File: config.mk
export PLATFORM = sky130hd
export DESIGN_NAME = mtu_timer
export DESIGN_NICKNAME = d
export VERILOG_FILES = /design/src/rtl/mtu_pkg.sv /design/src/rtl/mtu_decode.sv /design/src/rtl/mtu_counter.sv /design/src/rtl/mtu_deadline.sv /design/src/rtl/mtu_timer.sv
export SDC_FILE = /design/constraint.sdc
export NUM_CORES = 1
export LEC_CHECK = 0
export BUFFER_PORTS_ARGS = -buffer_cell sky130_fd_sc_hd__buf_2
export CAP_MARGIN = 20
export CORE_MARGIN = 8
export CORE_UTILIZATION = 63
export DETAILED_ROUTE_END_ITERATION = 10
export PLACE_DENSITY = 0.95
export SETUP_SLACK_MARGIN = 0.1
export SYNTH_ARGS = -nofsm -noshare
export SYNTH_HDL_FRONTEND = slang
export SYNTH_SLANG_ARGS = --single-unit
export TNS_END_PERCENT = 20
File: constraint.sdc
create_clock -name clk -period 4.9 [get_ports clk]
set_clock_uncertainty 0.1 [all_clocks]
set_input_delay 0.49 -clock clk [delete_from_list [all_inputs] [get_ports clk]]
set_output_delay 0.49 -clock clk [all_outputs]
set_load 0.02 [all_outputs]
File: src/rtl/mtu_pkg.sv
package mtu_pkg;

  typedef enum logic [2:0] {
    SEL_NONE,
    SEL_CNT_LO,
    SEL_CNT_HI,
    SEL_DL_LO,
    SEL_DL_HI
  } mtu_sel_e;

endpackage

File: src/rtl/mtu_decode.sv
module mtu_decode #(
  parameter int          ADDR_W     = 32,
  parameter logic [31:0] CNT_LO_ADR = 32'h1100_BFF8,
  parameter logic [31:0] CNT_HI_ADR = 32'h1100_BFFC,
  parameter logic [31:0] DL_LO_ADR  = 32'h1100_4000,
  parameter logic [31:0] DL_HI_ADR  = 32'h1100_4004
) (
  input  logic                 clk,
  input  logic                 rst_n,
  input  logic                 rd,
  input  logic                 wr,
  input  logic [ADDR_W-1:0]    addr,
  output mtu_pkg::mtu_sel_e    rd_sel,
  output logic                 wr_dl_lo,
  output logic                 wr_dl_hi
);
  import mtu_pkg::*;

  localparam logic [ADDR_W-1:0] A_CNT_LO = ADDR_W'(CNT_LO_ADR);
  localparam logic [ADDR_W-1:0] A_CNT_HI = ADDR_W'(CNT_HI_ADR);
  localparam logic [ADDR_W-1:0] A_DL_LO  = ADDR_W'(DL_LO_ADR);
  localparam logic [ADDR_W-1:0] A_DL_HI  = ADDR_W'(DL_HI_ADR);

  always_comb begin
    rd_sel = SEL_NONE;
    if (rd) begin
      if (addr == A_CNT_LO)      rd_sel = SEL_CNT_LO;
      else if (addr == A_CNT_HI) rd_sel = SEL_CNT_HI;
    end
  end

  assign wr_dl_lo = wr && (addr == A_DL_LO);
  assign wr_dl_hi = wr && (addr == A_DL_HI);

  // no strobe toward the deadline without a bus write
  assert_no_stray_write_R11: assert property (@(posedge clk) disable iff (!rst_n)
    !wr |-> !(wr_dl_lo || wr_dl_hi));
  // no read selection without a read strobe
  assert_rd_gated_R4: assert property (@(posedge clk) disable iff (!rst_n)
    !rd |-> (rd_sel == SEL_NONE));

endmodule

File: src/rtl/mtu_counter.sv
module mtu_counter #(
  parameter int WORD_W = 32
) (
  input  logic              clk,
  input  logic              rst_n,
  input  logic              tick_en,
  input  logic [WORD_W-1:0] incr,
  output logic [WORD_W-1:0] cnt_lo,
  output logic [WORD_W-1:0] cnt_hi,
  output logic              lo_wrap
);
  localparam logic [WORD_W-1:0] ONE = WORD_W'(1);

  // Lower-word add with the carry kept as the top bit
  function automatic logic [WORD_W:0] add_carry(input logic [WORD_W-1:0] a,
                                                input logic [WORD_W-1:0] b);
    return {1'b0, a} + {1'b0, b};
  endfunction

  logic [WORD_W:0] lo_sum;
  assign lo_sum  = add_carry(cnt_lo, incr);
  assign lo_wrap = tick_en && lo_sum[WORD_W];

  always_ff @(posedge clk or negedge rst_n) begin
    if (!rst_n) begin
      cnt_lo <= '0;
      cnt_hi <= '0;
    end else if (tick_en) begin
      cnt_lo <= lo_sum[WORD_W-1:0];
      if (lo_wrap) cnt_hi <= cnt_hi + ONE;
    end
  end

  assert_hold_when_idle_R2: assert property (@(posedge clk) disable iff (!rst_n)
    !tick_en |=> ($stable(cnt_lo) && $stable(cnt_hi)));
  assert_carry_bumps_hi_R3: assert property (@(posedge clk) disable iff (!rst_n)
    lo_wrap |=> (cnt_hi == $past(cnt_hi) + ONE));
  assert_no_carry_keeps_hi_R3: assert property (@(posedge clk) disable iff (!rst_n)
    (tick_en && !lo_wrap) |=> $stable(cnt_hi));

endmodule

File: src/rtl/mtu_deadline.sv
module mtu_deadline #(
  parameter int WORD_W = 32
) (
  input  logic              clk,
  input  logic              rst_n,
  input  logic              wr_lo,
  input  logic              wr_hi,
  input  logic [WORD_W-1:0] wdata,
  input  logic [WORD_W-1:0] cnt_lo,
  input  logic [WORD_W-1:0] cnt_hi,
  output logic              pend,
  output logic              wake
);
  logic [WORD_W-1:0] dl_lo, dl_hi;
  logic              dl_zero, passed, fire;

  // Strict "count beyond deadline", upper words first
  function automatic logic beyond(input logic [WORD_W-1:0] c_hi,
                                  input logic [WORD_W-1:0] c_lo,
                                  input logic [WORD_W-1:0] d_hi,
                                  input logic [WORD_W-1:0] d_lo);
    if (c_hi != d_hi) return c_hi > d_hi;
    return c_lo > d_lo;
  endfunction

  always_ff @(posedge clk or negedge rst_n) begin
    if (!rst_n) begin
      dl_lo <= '0;
      dl_hi <= '0;
    end else begin
      if (wr_lo) dl_lo <= wdata;
      if (wr_hi) dl_hi <= wdata;
    end
  end

  assign dl_zero = ~|{dl_hi, dl_lo};
  assign passed  = beyond(cnt_hi, cnt_lo, dl_hi, dl_lo);
  assign fire    = passed && !dl_zero;

  always_ff @(posedge clk or negedge rst_n) begin
    if (!rst_n) begin
      pend <= 1'b0;
      wake <= 1'b0;
    end else begin
      pend <= fire;
      wake <= fire && !pend;
    end
  end

  assert_equal_not_pending_R6: assert property (@(posedge clk) disable iff (!rst_n)
    ({cnt_hi, cnt_lo} == {dl_hi, dl_lo}) |=> !pend);
  assert_hi_word_wins_R7: assert property (@(posedge clk) disable iff (!rst_n)
    ((cnt_hi > dl_hi) && !dl_zero) |=> pend);
  assert_zero_disables_R8: assert property (@(posedge clk) disable iff (!rst_n)
    dl_zero |=> !pend);
  assert_not_sticky_R9: assert property (@(posedge clk) disable iff (!rst_n)
    !passed |=> !pend);
  assert_wake_on_rise_R10: assert property (@(posedge clk) disable iff (!rst_n)
    $rose(pend) |-> wake);
  assert_wake_single_R10: assert property (@(posedge clk) disable iff (!rst_n)
    wake |=> !wake);
  assert_deadline_kept_R11: assert property (@(posedge clk) disable iff (!rst_n)
    !(wr_lo || wr_hi) |=> ($stable(dl_lo) && $stable(dl_hi)));

endmodule

File: src/rtl/mtu_timer.sv
module mtu_timer #(
  parameter int          WORD_W     = 32,
  parameter int          ADDR_W     = 32,
  parameter logic [31:0] CNT_LO_ADR = 32'h1100_BFF8,
  parameter logic [31:0] CNT_HI_ADR = 32'h1100_BFFC,
  parameter logic [31:0] DL_LO_ADR  = 32'h1100_4000,
  parameter logic [31:0] DL_HI_ADR  = 32'h1100_4004
) (
  input  logic              clk,
  input  logic              rst_n,
  input  logic              tick_en,
  input  logic [WORD_W-1:0] tick_incr,
  input  logic              bus_rd,
  input  logic              bus_wr,
  input  logic [ADDR_W-1:0] bus_addr,
  input  logic [WORD_W-1:0] bus_wdata,
  output logic [WORD_W-1:0] bus_rdata,
  output logic              irq_pending,
  output logic              wake_pulse
);
  import mtu_pkg::*;

  mtu_sel_e          rd_sel;
  logic              wr_dl_lo, wr_dl_hi, lo_wrap;
  logic [WORD_W-1:0] cnt_lo, cnt_hi;

  mtu_decode #(
    .ADDR_W(ADDR_W), .CNT_LO_ADR(CNT_LO_ADR), .CNT_HI_ADR(CNT_HI_ADR),
    .DL_LO_ADR(DL_LO_ADR), .DL_HI_ADR(DL_HI_ADR)
  ) u_decode (
    .clk(clk), .rst_n(rst_n), .rd(bus_rd), .wr(bus_wr), .addr(bus_addr),
    .rd_sel(rd_sel), .wr_dl_lo(wr_dl_lo), .wr_dl_hi(wr_dl_hi)
  );

  mtu_counter #(.WORD_W(WORD_W)) u_counter (
    .clk(clk), .rst_n(rst_n), .tick_en(tick_en), .incr(tick_incr),
    .cnt_lo(cnt_lo), .cnt_hi(cnt_hi), .lo_wrap(lo_wrap)
  );

  mtu_deadline #(.WORD_W(WORD_W)) u_deadline (
    .clk(clk), .rst_n(rst_n), .wr_lo(wr_dl_lo), .wr_hi(wr_dl_hi),
    .wdata(bus_wdata), .cnt_lo(cnt_lo), .cnt_hi(cnt_hi),
    .pend(irq_pending), .wake(wake_pulse)
  );

  always_comb begin
    unique case (rd_sel)
      SEL_CNT_LO: bus_rdata = cnt_lo;
      SEL_CNT_HI: bus_rdata = cnt_hi;
      default:    bus_rdata = '0;
    endcase
  end

  // a carry event never coincides with an idle tick
  assert_wrap_needs_tick_R3: assert property (@(posedge clk) disable iff (!rst_n)
    lo_wrap |-> tick_en);
  // reads of the lower count word follow the counter
  assert_read_lo_R4: assert property (@(posedge clk) disable iff (!rst_n)
    (rd_sel == SEL_CNT_LO) |-> (bus_rdata == cnt_lo));
  // counter addresses never touch the deadline
  assert_cnt_addr_readonly_R11: assert property (@(posedge clk) disable iff (!rst_n)
    (bus_addr == ADDR_W'(CNT_LO_ADR)) |-> !(wr_dl_lo || wr_dl_hi));

endmodule

=== Yosys cells after proc, flatten, opt, wreduce, memory -nomap -nowiden ===
Cells that the tools add are included.

* Memories: 0
* Memory bits (read-only): 0
* Latch bits: 0
* Register bits after elaboration: 130
* Word-level logic and storage cells: 32
* Bits in writable memories: 0

* Add/subtract/negate cells: 2
* $mul: 0
* Reduce and logical (&&, ||, !) cells: 8
* Shift-type cells: 0
* Order comparisons: 2
* Bitwise operators: 0
* Eq/ne operators: 7
* Multiplexer cells: 7
* Div/mod/pow operators: 0

{| class="wikitable"
|+ Operators by type and width
! cell !! count
|-
| equality test 32 x 29 -> 1 bit, second input constant || 4
|-
| greater-than comparator 32 bit || 2
|-
| case mux 32 bit (2 select lines) || 1
|-
| OR reduction 64 bit || 1
|-
| adder 32 x 32 -> 33 bit || 1
|-
| adder 32 x 1 -> 32 bit, second input constant || 1
|-
| inequality test 32 bit || 1
|-
| 2-to-1 mux 3 bit || 2
|-
| logical AND 1 bit || 5
|-
| equality test 3 x 1 -> 1 bit, second input constant || 1
|-
| equality test 3 x 2 -> 1 bit, second input constant || 1
|-
| 2-to-1 mux 1 bit || 3
|-
| 2-to-1 mux 2 bit || 1
|-
| AND reduction 2 bit || 1
|-
| logical NOT 1 bit || 1
|}

=== Depth between registers and ports, before layout ===
Gate-level depths: netlist of run 1.

* Depth in word-level cells: 6
* Mapped depth: 11
* Gate-level depth less buffers: 10

=== Modules after synthesis ===
Synthesis of run 1 repeated with hierarchy kept, for this count alone.

* Cells, all modules: 1047
* Area, all modules: 9540.4 µm²

{| class="wikitable"
|+ Modules (own cells, without submodules)
! module !! seq. area each (µm²) !! cells an instance !! times used !! area each (µm²)
|-
| mtu_counter || 1601.5 || 456 || 1 || 4344.2
|-
| mtu_deadline || 1651.6 || 457 || 1 || 4060.1
|-
| mtu_timer || 0.0 || 111 || 1 || 980.9
|-
| mtu_decode || 0.0 || 23 || 1 || 155.1
|}

=== Least setup slack after synthesis of run 1 ===
OpenSTA, ideal clock, no wires.

* Path kind: input to register
* Start point: input tick_incr[0]
* End point: register u_counter.cnt_hi[1]
* Data required time: 4.675 ns
* Slack: 1.734 ns
* Stages on the path: 10
* Setup time: 0.125 ns
* Arrival: 2.941 ns
* Buffers on the path: 1
* Cell sequence: ha_1 fa_1 a211o_1 a211oi_2 o211ai_2 o22ai_2 o21bai_2 a21oi_2 buf_2 mux2_2

* Longest elaborated chain between the ends: 3

{| class="wikitable"
|+ RTL lines
! what !! RTL line !! source
|-
| start, declared || mtu_timer.sv:12 || <nowiki>input logic [WORD_W-1:0] tick_incr,</nowiki>
|-
| adder 32 x 32 -> 33 bit || mtu_counter.sv:17 || <nowiki>return {1'b0, a} + {1'b0, b};</nowiki>
|-
| logical AND 1 bit || mtu_counter.sv:22 || <nowiki>assign lo_wrap = tick_en && lo_sum[WORD_W];</nowiki>
|-
| AND reduction 2 bit (no source line) || -- ||
|-
| end signal, assigned || mtu_counter.sv:30 || <nowiki>if (lo_wrap) cnt_hi <= cnt_hi + ONE;</nowiki>
|-
| end, declared || mtu_counter.sv:9 || <nowiki>output logic [WORD_W-1:0] cnt_hi,</nowiki>
|}

No other way between the ends.
A chain may end at the register's enable or synchronous reset.

=== Worst setup path after layout of run 1 ===
* Start point: register u_counter.cnt_lo[0]
* End point: register u_counter.cnt_hi[1]

* Longest elaborated chain between the ends: 3

{| class="wikitable"
|+ RTL lines
! what !! RTL line !! source
|-
| start, declared || mtu_counter.sv:8 || <nowiki>output logic [WORD_W-1:0] cnt_lo,</nowiki>
|-
| start signal, assigned || mtu_counter.sv:29 || <nowiki>cnt_lo <= lo_sum[WORD_W-1:0];</nowiki>
|-
| adder 32 x 32 -> 33 bit || mtu_counter.sv:17 ||
|-
| logical AND 1 bit || mtu_counter.sv:22 ||
|-
| AND reduction 2 bit (no source line) || -- ||
|}

No other way between the ends.

==> metrics, run 1 <==
Final Hold Viols 20; met3 WL 3.29 mm; Placer Congestion 0.916; max_slew headroom 0.341; Critical Path RT 5.12 ns; CP Data Arrival Time 3.68 ns; CTS root buf clkbuf_16; Synth cell types 66; CP Depth 10; worst skew pair latency 0.44 ns; fin worst setup slack 1.44 ns; CTS Sinks 130; Fmax 289 MHz; sequential cell area fraction in the yosys report 0.357; DR top layer met5; top-count cell post-synth dfrtp_1; Layout Cells excl Fill 1284; Resize count post-CTS 0; WP buf/inv 1; die area 18600 um2; area leader, netlist dfrtp_1; Commonest cells post-synth dfrtp_1, ha_1, inv_1; placed cells 1251; dpl ws 1.30 ns; failing checks hold timing; area of the multi-input gates 5430 um2; Die X-Extent 136 um; cell area power density 468 nW/um2; Final ANT Viol Nets 0; period utilization 0.706; Max rail drop VDD 0.000345 V; DRC violations left 0; Rows 44; vias in the first global route 8658; die height 136 um; clk buf depth 2; Hold Slack -0.0137 ns; TritonCTS clock tree yes; Avg Synthesized Cell Area 9.47 um2; syn_nets 1160; ordered list of cells on the worst path ha_1 > fa_1 > a211o_1 > a211oi_2 > o211ai_2 > o22ai_2 > o21bai_2 > a21oi_2 > buf_4 > mux2_2; H-Tree Depth 4; routed wire length 28.8 mm; Leak Pwr 5.45 nW; crit path max fanout 32; starting DRC count in detailed routing 956; routed via count 8598; largest net degree at the start of global routing 51; wire per inst 22.4 um; GRT Util Overall 0.316; max_cap viols 0; fill cell count 902; Hold Buf Count CTS 0; Setup Crit Path Kind flop to flop; drt pass-1 iters 5; routed wl met2 13.4 mm; Nets 1285; # IOs 135; Post-CTS Setup Repair Bufs 0; share of layout cells above drive strength 1 0.227; FF+latch area 3250 um2; Slew @ Worst Pin 0.987 ns; Async SR Flop Fraction 1.00; slowest CP cell fa_1; Vias/cell 6.70; DPL Wire Length 20.4 mm; ranking of synthesized cells by area dfrtp_1, ha_1, mux2_2, a21o_1, mux2i_1; outcome complete, but fails checks; CP delay by family, top compound AO/OA/AOI/OAI gates; port buffer count 134; Clk pin slew, worst setup/hold paths 0.06 ns; Register-to-Register Path Depth 10; CTS buffer count 17; CP max stage delay 0.43 ns; grt ovf 0; post-synth top area share 0.357; Setup-failing EPs final 0; Post-synth EDFFs 0; Final TNS setup 0 ns; global-route wire length before repair 45.2 mm; min Tclk post-route 3.46 ns; Syn. warnings 0; M1 WL 10.4 mm; Post-Syn Area 9100 um2; initial antenna violation count 1; RSZ-0062 raised after global routing no; Initial Util 0.636; core area 14300 um2; area grow syn2layout 15.6%; Hold Crit Class primary input to asynchronous set/reset pin; Mapped Cells 961; Slew Viols, Final 0; Startpoint Class flop; endpoint type of the worst setup path flop; Main synth FF type dfrtp_1; register bit total from synthesis 130
[cell usage in the layout, fill, tap and decap left out, types with 39 or more instances in the layout]
master	instances
a21o_1	44
a21oi_1	50
buf_2	133
dfrtp_1	130
ha_1	97
inv_1	78
mux2_2	54
nand2_1	68
nor2_1	60
nor4_1	39
o21ai_0	50
[state kept, by name, summed over array words and instances (netlist names)]
| register | count |
|---|---|
| u_deadline.pend | 1 |
| u_deadline.wake | 1 |
| u_counter.cnt_hi | 32 |
| u_deadline.dl_lo | 32 |
| u_counter.cnt_lo | 32 |
| u_deadline.dl_hi | 32 |
[logic make-up (layout without fill, tap and decap cells)]
kind of cell | after synthesis | after routing | synth area share
AND/OR/NAND/NOR | 277 | 277 | 0.155
adder cells (fa/ha/maj) | 98 | 98 | 0.135
AO/OA/AOI/OAI | 203 | 203 | 0.150
flip-flops | 130 | 130 | 0.357
other | 0 | 1 | 0
buffers and inverters | 112 | 250 | 0.0474
XOR/XNOR | 55 | 55 | 0.0529
multiplexers | 86 | 86 | 0.102
[layout make-up]
cell class,instances,share of cell area
tap,184,0.0219
clock inverter,9,0.00975
multi-input combinational,719,0.516
timing repair buffer,140,0.0682
sequential,130,0.309
clock buffer,23,0.0473
antenna,1,0.000238
inverter,78,0.0278
[path summary, 6_finish.rpt]
check                                         start                   end  slack (ns)
worst max-delay path            u_counter.cnt_lo[0]   u_counter.cnt_hi[1]        1.44
worst min-delay path                          rst_n   u_counter.cnt_lo[4]       -0.01
worst max register to register  u_counter.cnt_lo[0]   u_counter.cnt_hi[1]        1.44
worst min register to register      u_deadline.pend       u_deadline.wake        0.33
max in group asynchronous                     rst_n  u_counter.cnt_hi[27]        3.61
min in group clk                       bus_wdata[5]   u_deadline.dl_lo[5]        0.19
[metrics by stage]
stage	total power, mW	util	hold slack (ns)	cell area (um2)
global placement	3.38	0.693	0.316	9920
floorplan	2.94	-	0.0944	9100
CTS	4.85	0.735	0.00324	10500
finish	4.93	0.735	-0.0137	10500
detailed placement	3.51	0.693	0.311	9920
global route	5.17	0.735	0.0194	10500
[power by group]
| group | internal, mW | switching [mW] | leakage [nW] |
|---|---|---|---|
| sequential | 1.23 | 0.347 | 1.55 |
| combinational | 0.909 | 1.14 | 3.59 |
| clock | 0.813 | 0.486 | 0.303 |
| total | 2.96 | 1.98 | 5.45 |
[layer usage]
metal,track usage,vias up
met5,0,-
met4,0.181,2
met2,0.497,609
met1,0.375,4088
li1,-,3744
met3,0.0998,155
(Power assumes the default switching activity.)
==> inputs of run 2 (changes only) <==
Settings changed: ABC_AREA set to 1, CORE_UTILIZATION 63 to 54, PLACE_DENSITY 0.95 to 0.87.
Clock period 4.9 ns to 2.79 ns, I/O delays scaled along.
==> run 2 against run 1 <==
Effect of this change:
- the flow now finishes without violations
- sequential share of layout area is 3.2 points lower
- critical path type unchanged
- area after synthesis grew 10%
- flip-flop and latch count is the same
- global-route usage decreased by 2.9 points
- via count is 24% higher
- synthesized cell count is 48% higher
- combinational power rose by 75%
- worst setup slack lost 1.1 ns
- fmax increased by 39%
- die area is 25% higher
- power rose by 68%
- largest cell class unchanged
==> metrics, run 2 <==
global-route wire length before repair 53.8 mm; largest net degree at the start of global routing 65; Resize count post-CTS 0; crit path max fanout 37; Final Hold Viols 0; DPL Wire Length 25.6 mm; multiplexer share of the synthesized area 0; Main synth FF type dfrtp_1; Worst Hold Path EP u_deadline.dl_hi[19]; top-count cell post-synth nand2_1; CP Depth 13; syn_nets 1617; routed via count 10700; vias in the first global route 10600; Total Power 8.31 mW; starting DRC count in detailed routing 1174; fill cell count 1602; most common cell after layout, fill and taps aside nand2_1; Commonest cells post-synth nand2_1, inv_1, dfrtp_1; CP delay by family, top simple AND/OR/NAND/NOR gates; GRT Util Overall 0.287; Avg Synthesized Cell Area 7.07 um2; Synth Area in Simple Gates 0.315; Post-Syn Area 10000 um2; initial antenna violation count 1; Hold Startpoint bus_wdata[19]; Worst path most repeated cell nand2_2; DRC violations left 0; CP Data Arrival Time 2.74 ns; Leak Pwr 6.02 nW; Fmax 402 MHz; Die X-Extent 152 um; max_slew headroom 0.570; sequential cell area fraction in the yosys report 0.325; clk buf depth 2; # IOs 135; period utilization 0.891; max_cap viols 0; Nets 1769; share of layout cells above drive strength 1 0.131; Max rail drop VDD 0.000487 V; worst skew pair latency 0.43 ns; WP buf/inv 0; routed wire length 33.0 mm; ranking of synthesized cells by area dfrtp_1, nand2_1, ha_1, inv_1, o21ai_1; Startpoint Class flop; outcome completed; slowest CP cell fa_1; Post-CTS Setup Repair Bufs 0; ordered list of cells on the worst path ha_1 > fa_1 > nand2_2 > o21ai_4 > nand2_2 > nand2_2 > nand2_1 > nand2_2 > nand2_2 > nand2_8 > nand2_8 > nand2_1 > o21ai_2; die height 152 um; Slew @ Worst Pin 0.645 ns; Mapped Cells 1418; cell area power density 707 nW/um2; post-synthesis compound-gate area fraction 0.122; Hold Buf Count CTS 16; WHS Path Cells 3; port buffer count 134; area grow syn2layout 17.3%; CP max stage delay 0.44 ns; TritonCTS clock tree yes; register bit total from synthesis 130; Setup-failing EPs final 0; Placer Congestion 0.990; reg2reg end u_counter.cnt_hi[15]; post-synth top area share 0.325; Post-Route Utilization 0.637; Final ANT Viol Nets 0; Final TNS setup 0 ns; largest family of logic cells by synthesized area simple AND/OR/NAND/NOR gates; die area 23200 um2; CTS buffer count 17; endpoint type of the worst setup path flop; Clk pin slew, worst setup/hold paths 0.06 ns; most frequent cells in the layout nand2_1, inv_1, buf_2; drt pass-1 iters 6; core area 18500 um2; xor-xnor portion of the synthesized cell area 0.0358; CTS Sinks 130; Register-to-Register Path Depth 13; min Tclk post-route 2.49 ns; wire per inst 18.1 um; Hold Crit Class primary input to flop; Syn. warnings 0; Vias/cell 5.86; Synth cell types 39; H-Tree Depth 4; Post-synth EDFFs 0; Slew Viols, Final 0; Async SR Flop Fraction 1.00; Rows 50; share of synthesized cell area in full adder, half adder and majority cells 0.123; area leader, netlist dfrtp_1; Critical Path RT 3.04 ns; CTS root buf clkbuf_16; Initial Util 0.543; RSZ-0062 raised after global routing no; Worst R2R Setup Slack 0.30 ns; grt ovf 0; RR Startpoint u_counter.cnt_lo[0]; Setup Crit Path Kind flop to flop
## run 2: how the worst max path moves through the flow
stage                                       to  slack [ns]                start
after floorplan           u_counter.cnt_hi[25]        0.67  u_counter.cnt_lo[0]
after global placement    u_counter.cnt_hi[15]        0.43         tick_incr[0]
after detailed placement  u_counter.cnt_hi[16]        0.35  u_counter.cnt_lo[0]
after CTS                 u_counter.cnt_hi[16]        0.33  u_counter.cnt_lo[0]
after global routing      u_counter.cnt_hi[16]        0.12  u_counter.cnt_lo[0]
final                     u_counter.cnt_hi[15]        0.30  u_counter.cnt_lo[0]
## run 2: metal layers
| layer | share of wire | wire (um) | GRT usage |
|---|---|---|---|
| met1 | 0.40 | 13200 | 0.344 |
| met3 | 0.072 | 2380 | 0.0502 |
| met5 | 0 | 0 | 0 |
| met2 | 0.48 | 15700 | 0.480 |
| met4 | 0.051 | 1670 | 0.161 |
## run 2: kinds of logic after synthesis
group / after synthesis
and+or+nand+nor: 720
AOI/OAI and AO/OA: 231
buffers and inverters: 198
DFF: 130
adders and majority gates: 98
xor gates and xnor gates: 41
## run 2: final cells by class
cell class | instances | area [um2] | share of cell area
tap | 234 | 293 | 0.0249
clock buffer | 21 | 450 | 0.0383
antenna | 1 | 2.50 | 0.000213
clock inverter | 11 | 130 | 0.0111
sequential | 130 | 3250 | 0.277
timing repair buffer | 173 | 1060 | 0.0898
multi-input combinational | 1090 | 5980 | 0.508
inverter | 158 | 593 | 0.0505
## run 2: power by group
| part | internal [mW] | switching, mW | leakage, nW |
|---|---|---|---|
| Combinational | 1.29 | 2.30 | 4.34 |
| Clock | 1.34 | 0.900 | 0.270 |
| Sequential | 2.15 | 0.329 | 1.41 |
| Total | 4.78 | 3.53 | 6.02 |
## run 2: worst min-delay path: cells and delay by family
family,cells,cell delay (ns)
AND/OR/NAND/NOR,1,0.05
buffers and inverters,1,0.10
AO/OA/AOI/OAI,1,0.07
## run 2: per-stage QoR
stage          setup WS [ns]  cell area [um2]  instances  hold WS [ns]
2_1_floorplan          0.667            10000       1418        -0.117
3_3_place_gp           0.432            11000       1769         0.123
3_5_place_dp           0.346            11000       1769         0.124
4_1_cts                0.326            11800       1817       0.00463
5_1_grt                0.123            11800       1818        0.0170
6_report               0.305            11800       1818        0.0140
